==> config.mk <==
export PLATFORM = sky130hd
export DESIGN_NAME = irq_collector
export DESIGN_NICKNAME = d
export VERILOG_FILES = /design/src/rtl/irq_collector.sv
export SDC_FILE = /design/constraint.sdc
export NUM_CORES = 1
export LEC_CHECK = 0
export ABC_AREA = 1
export BUFFER_PORTS_ARGS = -buffer_cell sky130_fd_sc_hd__buf_4
export CORE_MARGIN = 4
export CORE_UTILIZATION = 35
export DETAILED_ROUTE_END_ITERATION = 10
export GPL_TIMING_DRIVEN = 1
export PLACE_DENSITY = 0.67
export SYNTH_ARGS = -nofsm -noshare
export SYNTH_HDL_FRONTEND = slang
export SYNTH_SLANG_ARGS = --single-unit
==> constraint.sdc <==
create_clock -name clk -period 7.3 [get_ports clk]
set_clock_uncertainty 0.15 [all_clocks]
set_input_delay 0.73 -clock clk [delete_from_list [all_inputs] [get_ports clk]]
set_output_delay 0.73 -clock clk [all_outputs]
set_load 0.005 [all_outputs]
==> src/rtl/irq_collector.sv <==
module irq_collector #(
  parameter int NSRC   = 128,
  parameter int ADDR_W = 12
) (
  input  logic              clk,
  input  logic              rst_n,
  input  logic [NSRC-1:0]   src_i,
  input  logic              wr_en,
  input  logic [ADDR_W-1:0] wr_addr,
  input  logic [31:0]       wr_data,
  input  logic              rd_en,
  input  logic [ADDR_W-1:0] rd_addr,
  output logic [31:0]       rd_data,
  output logic              cpu_irq
);

  localparam int SLOT_W = ADDR_W - 4;
  localparam int IDX_W  = (NSRC > 1) ? $clog2(NSRC) : 1;
  localparam int STAT_W = $clog2(NSRC + 1);
  localparam logic [SLOT_W-1:0] S_VEC  = SLOT_W'(0);
  localparam logic [SLOT_W-1:0] S_ACK  = SLOT_W'(1);
  localparam logic [SLOT_W-1:0] S_CTRL = SLOT_W'(2);
  localparam logic [SLOT_W-1:0] S_STAT = SLOT_W'(7);
  localparam logic [SLOT_W-1:0] S_SRC0 = SLOT_W'(18);

  function automatic logic [31:0] apply_op(input logic [1:0] k,
                                           input logic [31:0] old, input logic [31:0] d);
    case (k)
      2'd0:    return d;
      2'd1:    return old | d;
      2'd2:    return old & ~d;
      default: return old ^ d;
    endcase
  endfunction

  logic [31:0]     vec_q;
  logic            srst_q;
  logic [NSRC-1:0] en_q;
  logic            in_svc_q;

  wire [SLOT_W-1:0] wslot = wr_addr[ADDR_W-1:4];
  wire [SLOT_W-1:0] rslot = rd_addr[ADDR_W-1:4];
  wire [1:0]        wop   = wr_addr[3:2];
  wire              w_src = (wslot >= S_SRC0) && (int'(wslot) - 18 < NSRC);
  wire              r_src = (rslot >= S_SRC0) && (int'(rslot) - 18 < NSRC);
  wire [IDX_W-1:0]  widx  = IDX_W'(wslot - S_SRC0);
  wire [IDX_W-1:0]  ridx  = IDX_W'(rslot - S_SRC0);

  wire [NSRC-1:0] live = src_i & en_q;
  wire            any  = |live;
  logic [IDX_W-1:0] win;

  always_comb begin
    win = '0;
    for (int i = NSRC - 1; i >= 0; i--)
      if (live[i]) win = IDX_W'(i);
  end

  wire [STAT_W-1:0] status = any ? STAT_W'(win) : STAT_W'(NSRC);
  wire stat_rd = rd_en && (rslot == S_STAT) && any;
  wire ack_wr  = wr_en && (wslot == S_ACK) && wr_data[0];

  wire [31:0] vec_n  = apply_op(wop, vec_q, wr_data);
  wire [31:0] ctrl_n = apply_op(wop, {srst_q, 31'b0}, wr_data);
  wire [31:0] en_n   = apply_op(wop, {29'b0, en_q[widx], 2'b0}, wr_data);

  always_ff @(posedge clk or negedge rst_n) begin
    if (!rst_n) begin
      vec_q    <= '0;
      srst_q   <= 1'b0;
      en_q     <= '0;
      in_svc_q <= 1'b0;
      cpu_irq  <= 1'b0;
    end else begin
      if (wr_en && wslot == S_VEC)  vec_q  <= vec_n;
      if (wr_en && wslot == S_CTRL) srst_q <= ctrl_n[31];
      if (wr_en && w_src)           en_q[widx] <= en_n[2];
      if (ack_wr)  in_svc_q <= 1'b0;
      if (stat_rd) in_svc_q <= 1'b1;
      if (srst_q) begin
        en_q     <= '0;
        in_svc_q <= 1'b0;
      end
      cpu_irq <= any && !in_svc_q;
    end
  end

  always_comb begin
    rd_data = '0;
    if (rslot == S_VEC)       rd_data = vec_q;
    else if (rslot == S_CTRL) rd_data = {srst_q, 31'b0};
    else if (rslot == S_STAT) rd_data = 32'(status);
    else if (r_src)           rd_data = {29'b0, en_q[ridx], 2'b0};
  end


  irq_masked_chk: assert property (@(posedge clk) disable iff (!rst_n)
    cpu_irq |-> $past(|(src_i & en_q)));

  status_src_chk: assert property (@(posedge clk) disable iff (!rst_n)
    (int'(status) < NSRC) |-> src_i[win]);

  in_service_chk: assert property (@(posedge clk) disable iff (!rst_n)
    in_svc_q |=> !cpu_irq);

  ack_clear_chk: assert property (@(posedge clk) disable iff (!rst_n)
    (ack_wr && !stat_rd) |=> !in_svc_q);

  soft_reset_chk: assert property (@(posedge clk) disable iff (!rst_n)
    srst_q |=> (en_q == '0 && !in_svc_q));

endmodule

==> results.md, run 1 <==
- Outcome: complete, but fails checks
- Violated checks: negative setup slack
- Min-delay worst type: in2async
- Max incr delay on CP: about 0.12 ns
- CP max FO: 2
- Initial Util: between 30% and 40%
- Syn. warnings: 0
- Slew @ Worst Pin: about 1.2 ns
- CTS Buf Count: 17
- WP data arrival: 7.34 ns
- CP dominant cell by count: nand2_1
- Post-synth EDFFs: 0
- Synth Area per Inst: between 6 and 7 um^2
- Die height: just over 200 um
- GPL Wtd Cong: 0.9308
- Number of max-cap violations: 0
- GR Util All Layers: 24.47%
- DRC: 0
- Syn nets: between 2k and 2.5k
- Routed vias: between 15k and 20k
- Core Footprint: between 30000 and 40000 um^2
- Unrepaired setup endpoints after global routing: yes
- Initial antenna violation count: 9
- Die width: between 200 and 250 um
- Max Fclk: between 100 and 150 MHz
- Main synth FF type: dfrtp_1
- Critical path startpoint category: input pin
- Row Count: 71
- Buffers added on ports: between 200 and 250
- Vias in the first global route: 14.76k
- Seq/Total Area, Yosys: a little under a third
- Fin crit share: 112.6%
- Synth top area share: 30.04%
- Dpl cells: between 2k and 3k
- First-pass GRT wire length: roughly 80000 um
- Post-synthesis async set-or-reset flop share: 100.0%
- Fin util: a little over two fifths
- Post-synth top area cell: dfrtp_1
- Clk buf depth: 2
- Worst Path Required: 6.42 ns
- Synth Cell Area: between 10000 and 15000 um^2
- Post-synth top cells: nand2_1 (479), o21ai_0 (323), nor2_1 (223)
- DR vias/cell: approximately 5.7
- Htree depth: 4
- Most numerous cell in the Yosys netlist: nand2_1
- Slowest CP cell: buf_6
- Ranking of synthesized cells by area: dfrtp_1 (30%), nand2_1 (13%), o21ai_0 (12%)
- Largest net degree at the start of global routing: 129
- Slew headroom: 17.27%
- Place WS: -0.8790 ns
- Share of layout cells above drive strength 1: around 17%
- Critical path class: in2out
- PD cells: about 170 nW/um^2
- Clock latency on the worst-skew pair: about 0.44 ns
- Post-route ant nets: 0
- Die area: between 40000 and 50000 um^2
- VDD IR max: about 170 uV
- TritonCTS Sinks: 163
- Filler instances: about 3.9k
- Final setup margin: -0.9228 ns
- Routed length per instance: 19.36 um
- Clk pin slew, worst setup/hold paths: 0.06 ns
- Crit. End Element: output pin
- Hold slack: around 0.076 ns
- Pins Over Slew Limit: 0
- Total negative setup slack: -0.9228 ns
- Dpl hpwl: between 30000 and 40000 um
- Nets: around 2.5k
- Hold Buf Count CTS: 0
- Filler-free cell count of the finished design: about 2.7k
- Mapped Cells: roughly 2k
- Leakage: a little over 8 nW
- Drt first pass iters: 6
- CTS tree: done
- Min Tclk post-route: 8.223 ns
- Final hold violations: 0
- Yosys reg bits: 163
- Routed wire length: ~53000 um
- Count of final setup violators: 1
- First-iteration detailed-routing DRC count: 2183
- Layout overhead on the synthesized area: 20.55%
- Grt ovf: 0
- Root buf cell: clkbuf_16
- # IOs: 221
- Synth cell types: 39
==> metrics by stage <==
stage / power, W / cell area, um^2
6_report: 0.002812 / 16370
5_1_grt: 0.002964 / 16360
4_1_cts: 0.002807 / 16350
3_5_place_dp: 0.001852 / 15740
3_3_place_gp: 0.001837 / 15740
2_1_floorplan: 0.001511 / 13580
==> final timing paths <==
path,start,to,slack [ns],cells after the start
setup / recovery,src_i[127],rd_data[0],-0.92,132
hold / removal,rst_n,vec_q[21],0.08,1
setup reg to reg,en_q[127],en_q[108],3.80,14
hold reg to reg,in_svc_q,cpu_irq,0.32,1
max in group asynchronous,rst_n,en_q[99],5.63,2
min in group clk,in_svc_q,cpu_irq,0.32,1
==> critical path: cells and delay by family <==
kind / cells / cell delay (ns)
AND/OR/NAND/NOR: 129 / 6.34
buffers and inverters: 3 / 0.27
==> cell families after synthesis <==
kind of cell	share of synthesized area (%)
buf+inv	7.465
compound gates	21.91
xor+xnor	0.3226
fa+ha+maj	6.912
flops	30.04
simple gates	33.35
==> placed cells by master, fill, tap and decap left out, types with 16 or more instances in the layout <==
cell	Yosys	layout
nand2_1	479	478
o21ai_0	323	323
buf_4	0	249
nor2_1	223	216
nand3_1	207	207
dfrtp_1	163	163
inv_1	160	159
a21oi_1	79	79
ha_1	75	75
nand2_4	50	50
nand2_2	36	37
o211ai_1	31	31
a221oi_1	22	22
clkbuf_16	0	17
o22ai_1	16	16
==> flip-flops by register name (all words and copies together) (netlist names) <==
name and flops:
en_q 128, srst_q 1, in_svc_q 1, vec_q 32
cpu_irq 1
==> cell type report <==
type	instances	area (um^2)	area share, %
multi-input combinational	1612	8514	52.02
sequential	163	4079	24.92
timing repair buffer	252	1912	11.68
tap	511	639.4	3.906
inverter	163	614.3	3.754
clock buffer	20	446.7	2.729
clock inverter	12	156.4	0.9556
antenna	2	5.005	0.03058
==> repair_timing <==
action / in CTS / in global routing
endpoints found under the setup margin: 1 / 2
resized for setup: 3 / 0
setup buffers: 1 / 1
hold endpoints to repair: 0 / 0
==> routing by layer <==
| metal | track usage, % | vias to the layer above | share of wire (%) |
|---|---|---|---|
| met5 | 0 | - | 0.17 |
| met3 | 5.604 | 143 | 11 |
| met1 | 32.51 | 7204 | 41 |
| li1 | - | 7214 | - |
| met4 | 8.541 | 14 | 3.3 |
| met2 | 39.30 | 897 | 45 |
==> power by group <==
group	leakage (nW)	switching (W)	total (W)	internal (W)
sequential	2.19	0.0000429	0.000984	0.000941
clock	0.283	0.000407	0.000956	0.000549
combinational	5.66	0.000579	0.000872	0.000294
total	8.13	0.00103	0.00281	0.00178
Power figures use the tool's default switching activity.
==> run 2: changes to the inputs <==
CTS_BUF_LIST = sky130_fd_sc_hd__clkbuf_8   (was default)
==> results.md, run 2 (synthesized netlist as in run 1, its figures left out) <==
- Die area: 42010 um^2 (unchanged)
- Nets: 2473 (+0.040%)
- VDD IR max: 116.1 uV (-30%)
- GR Util All Layers: 24.40% (-0.074 points)
- Number of max-cap violations: 0 (unchanged)
- Htree depth: 4 (unchanged)
- Cell area after layout: 16180 um^2 (-1.1%)
- CP max FO: 2 (unchanged)
- Initial antenna violation count: 9 (unchanged)
- Routed length per instance: 19.26 um (-0.54%)
- Violated checks: negative setup slack
- CP dominant cell by count: nand2_1
- Vias in the first global route: 14.64k (-0.79%)
- Commonest non-fill, non-tap cell in the layout: nand2_1
- Die width: 205.0 um (unchanged)
- GPL Wtd Cong: 0.9308 (unchanged)
- Worst Path Required: 6.42 ns (about the same)
- Clk buf depth: 2 (unchanged)
- # IOs: 221 (unchanged)
- Min-delay worst type: in2async
- Pins Over Slew Limit: 0 (unchanged)
- DRC: 0 (unchanged)
- Max incr delay on CP: 0.40 ns (+0.28 ns)
- Core Footprint: 37930 um^2 (unchanged)
- Outcome: complete, but fails checks
- Slew headroom: 17.79% (+0.52 points)
- Slew @ Worst Pin: 1.232 ns (-0.007830 ns)
- DR vias/cell: 5.645 (-0.22%)
- Max reg flops: 128 (unchanged)
- Fin util: 42.66% (-0.49 points)
- Biggest register: en_q
- Critical path startpoint category: flip-flop
- TritonCTS Sinks: 163 (unchanged)
- WP data arrival: 7.39 ns (+0.05 ns)
- Count of final setup violators: 1 (unchanged)
- CTS tree: done
- Grt ovf: 0 (unchanged)
- Largest net degree at the start of global routing: 129 (unchanged)
- Register area: 4079 um^2 (unchanged)
- Leakage: 8.047 nW (-0.97%)
- Unrepaired setup endpoints after global routing: yes
- Final hold violations: 0 (unchanged)
- Min Tclk post-route: 8.274 ns (+0.05137 ns)
- Multi-input gate area: 8514 um^2 (unchanged)
- Fin crit share: 113.3% (+0.70 points)
- Routed vias: 15.44k (-0.18%)
- Placement Cell Area: 15740 um^2 (unchanged)
- Place WS: -0.8790 ns (unchanged)
- First-iteration detailed-routing DRC count: 1943 (-11%)
- Clock latency on the worst-skew pair: 0.49 ns (+0.05 ns)
- Layout overhead on the synthesized area: 19.19%
- PD cells: 159.5 nW/um^2 (-7.2%)
- Die height: 205.0 um (unchanged)
- Crit. End Element: output pin
- First-pass GRT wire length: 81110 um (-0.28%)
- Share of layout cells above drive strength 1: 17.14% (about the same)
- Drt first pass iters: 6 (unchanged)
- Largest regs: en_q x128, vec_q x32
- Root buf cell: clkbuf_8
- Buffers added on ports: 214 (unchanged)
- Filler instances: 3913 (+0.49%)
- Final setup margin: -0.9741 ns (-0.05137 ns)
- Dpl hpwl: 37240 um (unchanged)
- Post-route ant nets: 0 (unchanged)
- Flop2flop setup slack: 3.76 ns (-0.04 ns)
- Routed wire length: 52700 um (-0.50%)
- CTS Buf Count: 17 (unchanged)
- Initial Util: 35.79% (unchanged)
- Slowest CP cell: dfrtp_1
- Hold slack: 0.01593 ns (-0.06019 ns)
- Row Count: 71 (unchanged)
- Critical path class: reg2out
- Commonest non-fill, non-tap cells in the layout: nand2_1 (478), o21ai_0 (323), buf_4 (250)
- Max Fclk: 120.9 MHz (-0.62%)
- Clk pin slew, worst setup/hold paths: 0.10 ns (+0.04 ns)
[run 2: cell count changes in the layout (fill, tap and decap cells not counted), sizes merged]
cell and delta:
clkbuf -2, inv +2, buf +1
[run 2: cell type report]
type	count	area share (%)
Sequential cell	163	25.21
Inverter	163	3.789
Multi-Input combinational cell	1612	52.62
Antenna cell	2	0.03093
Tap cell	511	3.951
Clock buffer	18	1.531
Clock inverter	14	1.013
Timing Repair Buffer	253	11.86
[run 2: final timing paths]
check / startpoint / to / depth (start not counted)
min in group clk: in_svc_q / cpu_irq / 1
worst min register to register: in_svc_q / cpu_irq / 1
worst min-delay path: rst_n / vec_q[21] / 1
max in group asynchronous: rst_n / en_q[101] / 2
worst max-delay path: en_q[127] / rd_data[0] / 131
worst max register to register: en_q[127] / en_q[45] / 14
[run 2: repair_timing]
action                                  4_1_cts  5_1_grt
hold buffers                                  0        0
pin swaps                                     0        1
endpoints found under the setup margin        1        2
setup buffers                                 1        2
resized for setup                             1        1
[run 2: routing by layer]
metal / vias up / track usage, % / part of all wire (%)
met5: - / 0 / 0.17
met2: 907 / 38.73 / 45
li1: 7206 / - / -
met3: 155 / 5.778 / 11
met4: 14 / 8.636 / 3.6
met1: 7162 / 32.62 / 41
[run 2: worst max-delay path: cells and delay by family (launching register included)]
| family | cells | cell delay, ns |
|---|---|---|
| DFF | 1 | 0.40 |
| and+or+nand+nor | 129 | 6.32 |
| buffers and inverters | 2 | 0.17 |
[run 2: power by group]
part,leakage [nW],internal [W],total [W],switching (W)
Combinational,5.66,0.000294,0.000871,0.000577
Clock,0.204,0.000345,0.000727,0.000381
Sequential,2.19,0.000940,0.000983,0.0000427
Total,8.05,0.00158,0.00258,0.00100
[run 2: through the flow]
stage | total power (W) | TNS [ns] | instances
6_report | 0.002580 | -0.9741 | 2736
4_1_cts | 0.002572 | -0.9891 | 2732
2_1_floorplan | 0.001511 | 0 | 2045
5_1_grt | 0.002733 | -2.995 | 2735
3_5_place_dp | 0.001852 | -0.8790 | 2699
3_3_place_gp | 0.001837 | -0.9441 | 2699
==> run 3: changes to the inputs <==
CORE_MARGIN = default   (was 4)
==> results.md, run 3 (synthesized netlist as in run 1, its figures left out) <==
- Slew headroom: 17.93% (+0.14 points)
- Vias in the first global route: 14.50k (-0.98%)
- Outcome: complete, but fails checks
- Min Tclk post-route: 8.255 ns (-0.01897 ns)
- Final hold violations: 0 (unchanged)
- Critical path startpoint category: flip-flop
- Core Footprint: 37930 um^2 (unchanged)
- Min-delay worst type: in2async
- Grt ovf: 0 (unchanged)
- Routed length per instance: 18.93 um (-1.7%)
- Max Fclk: 121.1 MHz (+0.23%)
- Initial antenna violation count: 4 (-5)
- Violated checks: negative setup slack
- Die height: 199.0 um (-2.9%)
- Buffers added on ports: 214 (unchanged)
- Pins Over Slew Limit: 0 (unchanged)
- Biggest register: en_q
- Layout overhead on the synthesized area: 19.27% (about the same)
- Largest net degree at the start of global routing: 94 (-27%)
- Worst Path Required: 6.42 ns (about the same)
- Fin crit share: 113.1% (-0.26 points)
- Clk buf depth: 2 (unchanged)
- GPL Wtd Cong: 0.9414 (+1.1%)
- Max incr delay on CP: 0.40 ns (about the same)
- CTS Buf Count: 17 (unchanged)
- Crit path from: en_q[127]
- Dpl hpwl: 36910 um (-0.86%)
- TritonCTS Sinks: 163 (unchanged)
- Leakage: 8.052 nW (about the same)
- Dpl cells: 2704 (+0.19%)
- Max reg flops: 128 (unchanged)
- Initial Util: 35.79% (unchanged)
- VDD IR max: 129.4 uV (+11%)
- # IOs: 221 (unchanged)
- CP dominant cell by count: nand2_1
- DR vias/cell: 5.627 (-0.31%)
- Count of final setup violators: 1 (unchanged)
- Share of layout cells above drive strength 1: 17.47% (+0.33 points)
- Place WS: -0.8895 ns (-0.01052 ns)
- Slowest CP cell: dfrtp_1
- Final setup margin: -0.9552 ns (+0.01897 ns)
- Die area: 39580 um^2 (-5.8%)
- Crit. End Element: output pin
- Root buf cell: clkbuf_8
- Drt first pass iters: 7 (+1)
- WP data arrival: 7.38 ns (about the same)
- Filler-free cell count of the finished design: 2738 (+0.073%)
- Unrepaired setup endpoints after global routing: yes
- Commonest non-fill, non-tap cell in the layout: nand2_1
- Hold Buf Count CTS: 0 (unchanged)
- M1 WL: 20790 um (-3.5%)
- Clk pin slew, worst setup/hold paths: 0.10 ns (about the same)
- PD cells: 157.2 nW/um^2 (-1.4%)
- Htree depth: 4 (unchanged)
- First-pass GRT wire length: 79520 um (-2.0%)
- DRC: 0 (unchanged)
- Highest metal used: met5
- Post-route ant nets: 0 (unchanged)
- ANT cells: 0 (-2)
- Largest regs: en_q x128, vec_q x32
- Routed vias: 15.41k (-0.23%)
- Hold slack: 0.1060 ns (+0.09007 ns)
- WL met2: 23380 um (-0.59%)
- Critical path class: reg2out
- Slew @ Worst Pin: 1.230 ns (-0.002066 ns)
- GR Util All Layers: 26.06% (+1.7 points)
- Number of max-cap violations: 0 (unchanged)
- Routed wire length: 51830 um (-1.6%)
- First-iteration detailed-routing DRC count: 1669 (-14%)
- Commonest non-fill, non-tap cells in the layout: nand2_1 (477), o21ai_0 (323), buf_4 (255)
- CP max FO: 2 (unchanged)
- Die width: 199.0 um (-2.9%)
- CTS tree: done
- Row Count: 71 (unchanged)
- Total negative setup slack: -0.9552 ns (+0.01897 ns)
- Wire length on met3: 5651 um (+0.20%)
- Origin of the critical flop-to-flop path: en_q[92]
- Nets: 2477 (+0.16%)
- Clock latency on the worst-skew pair: 0.50 ns (about the same)
## run 3: changes by cell type in the layout (fill, tap and decap cells not counted), moves of 2 or more
cell / change
buf_4: +5
clkbuf_8: +3
bufinv_16: -2
clkinvlp_4: -2
diode_2: -2
## run 3: timing repair
action	CTS	global route
pin swaps	0	15
endpoints found under the setup margin	1	2
resized for setup	1	5
buffers inserted	1	1
## run 3: per-stage QoR
stage / instance area (um^2) / util [%] / total power [W]
detailed placement: 15760 / 41.55 / 0.001855
global placement: 15760 / 41.55 / 0.001840
CTS: 16160 / 42.61 / 0.002535
floorplan: 13580 / - / 0.001511
global route: 16190 / 42.69 / 0.002702
finish: 16190 / 42.69 / 0.002545
## run 3: metal layers
| layer | vias up | track usage (%) |
|---|---|---|
| li1 | 7238 | - |
| met1 | 7106 | 33.49 |
| met2 | 910 | 41.82 |
| met3 | 146 | 5.799 |
| met4 | 8 | 11.25 |
| met5 | - | 0 |
## run 3: critical path, delay by kind of cell, from the launching register on
| family | cells | cell delay [ns] |
|---|---|---|
| buffers and inverters | 2 | 0.17 |
| DFF | 1 | 0.40 |
| and+or+nand+nor | 129 | 6.30 |
## run 3: power breakdown
part / total, W / switching (W) / internal (W)
combinational: 0.000875 / 0.000577 / 0.000299
sequential: 0.000983 / 0.0000429 / 0.000940
clock: 0.000687 / 0.000380 / 0.000307
total: 0.00255 / 0.000999 / 0.00155
## run 3: path summary, 6_finish.rpt
path	to	slack, ns	cells past startpoint
setup / recovery	rd_data[0]	-0.96	131
max in group asynchronous	en_q[112]	5.72	2
setup reg to reg	en_q[61]	3.60	13
hold reg to reg	cpu_irq	0.32	1
min in group clk	cpu_irq	0.32	1
hold / removal	vec_q[21]	0.11	1
## run 3: final cells by class
type | instances | area, um^2
well taps | 511 | 639.4
multi-input cells | 1612 | 8533
clock inverters | 11 | 102.6
clock buffers | 21 | 289.0
flip-flops and latches | 163 | 4079
repair buffers | 257 | 1937
inverters | 163 | 613.1
fillers | 3920 | 21740
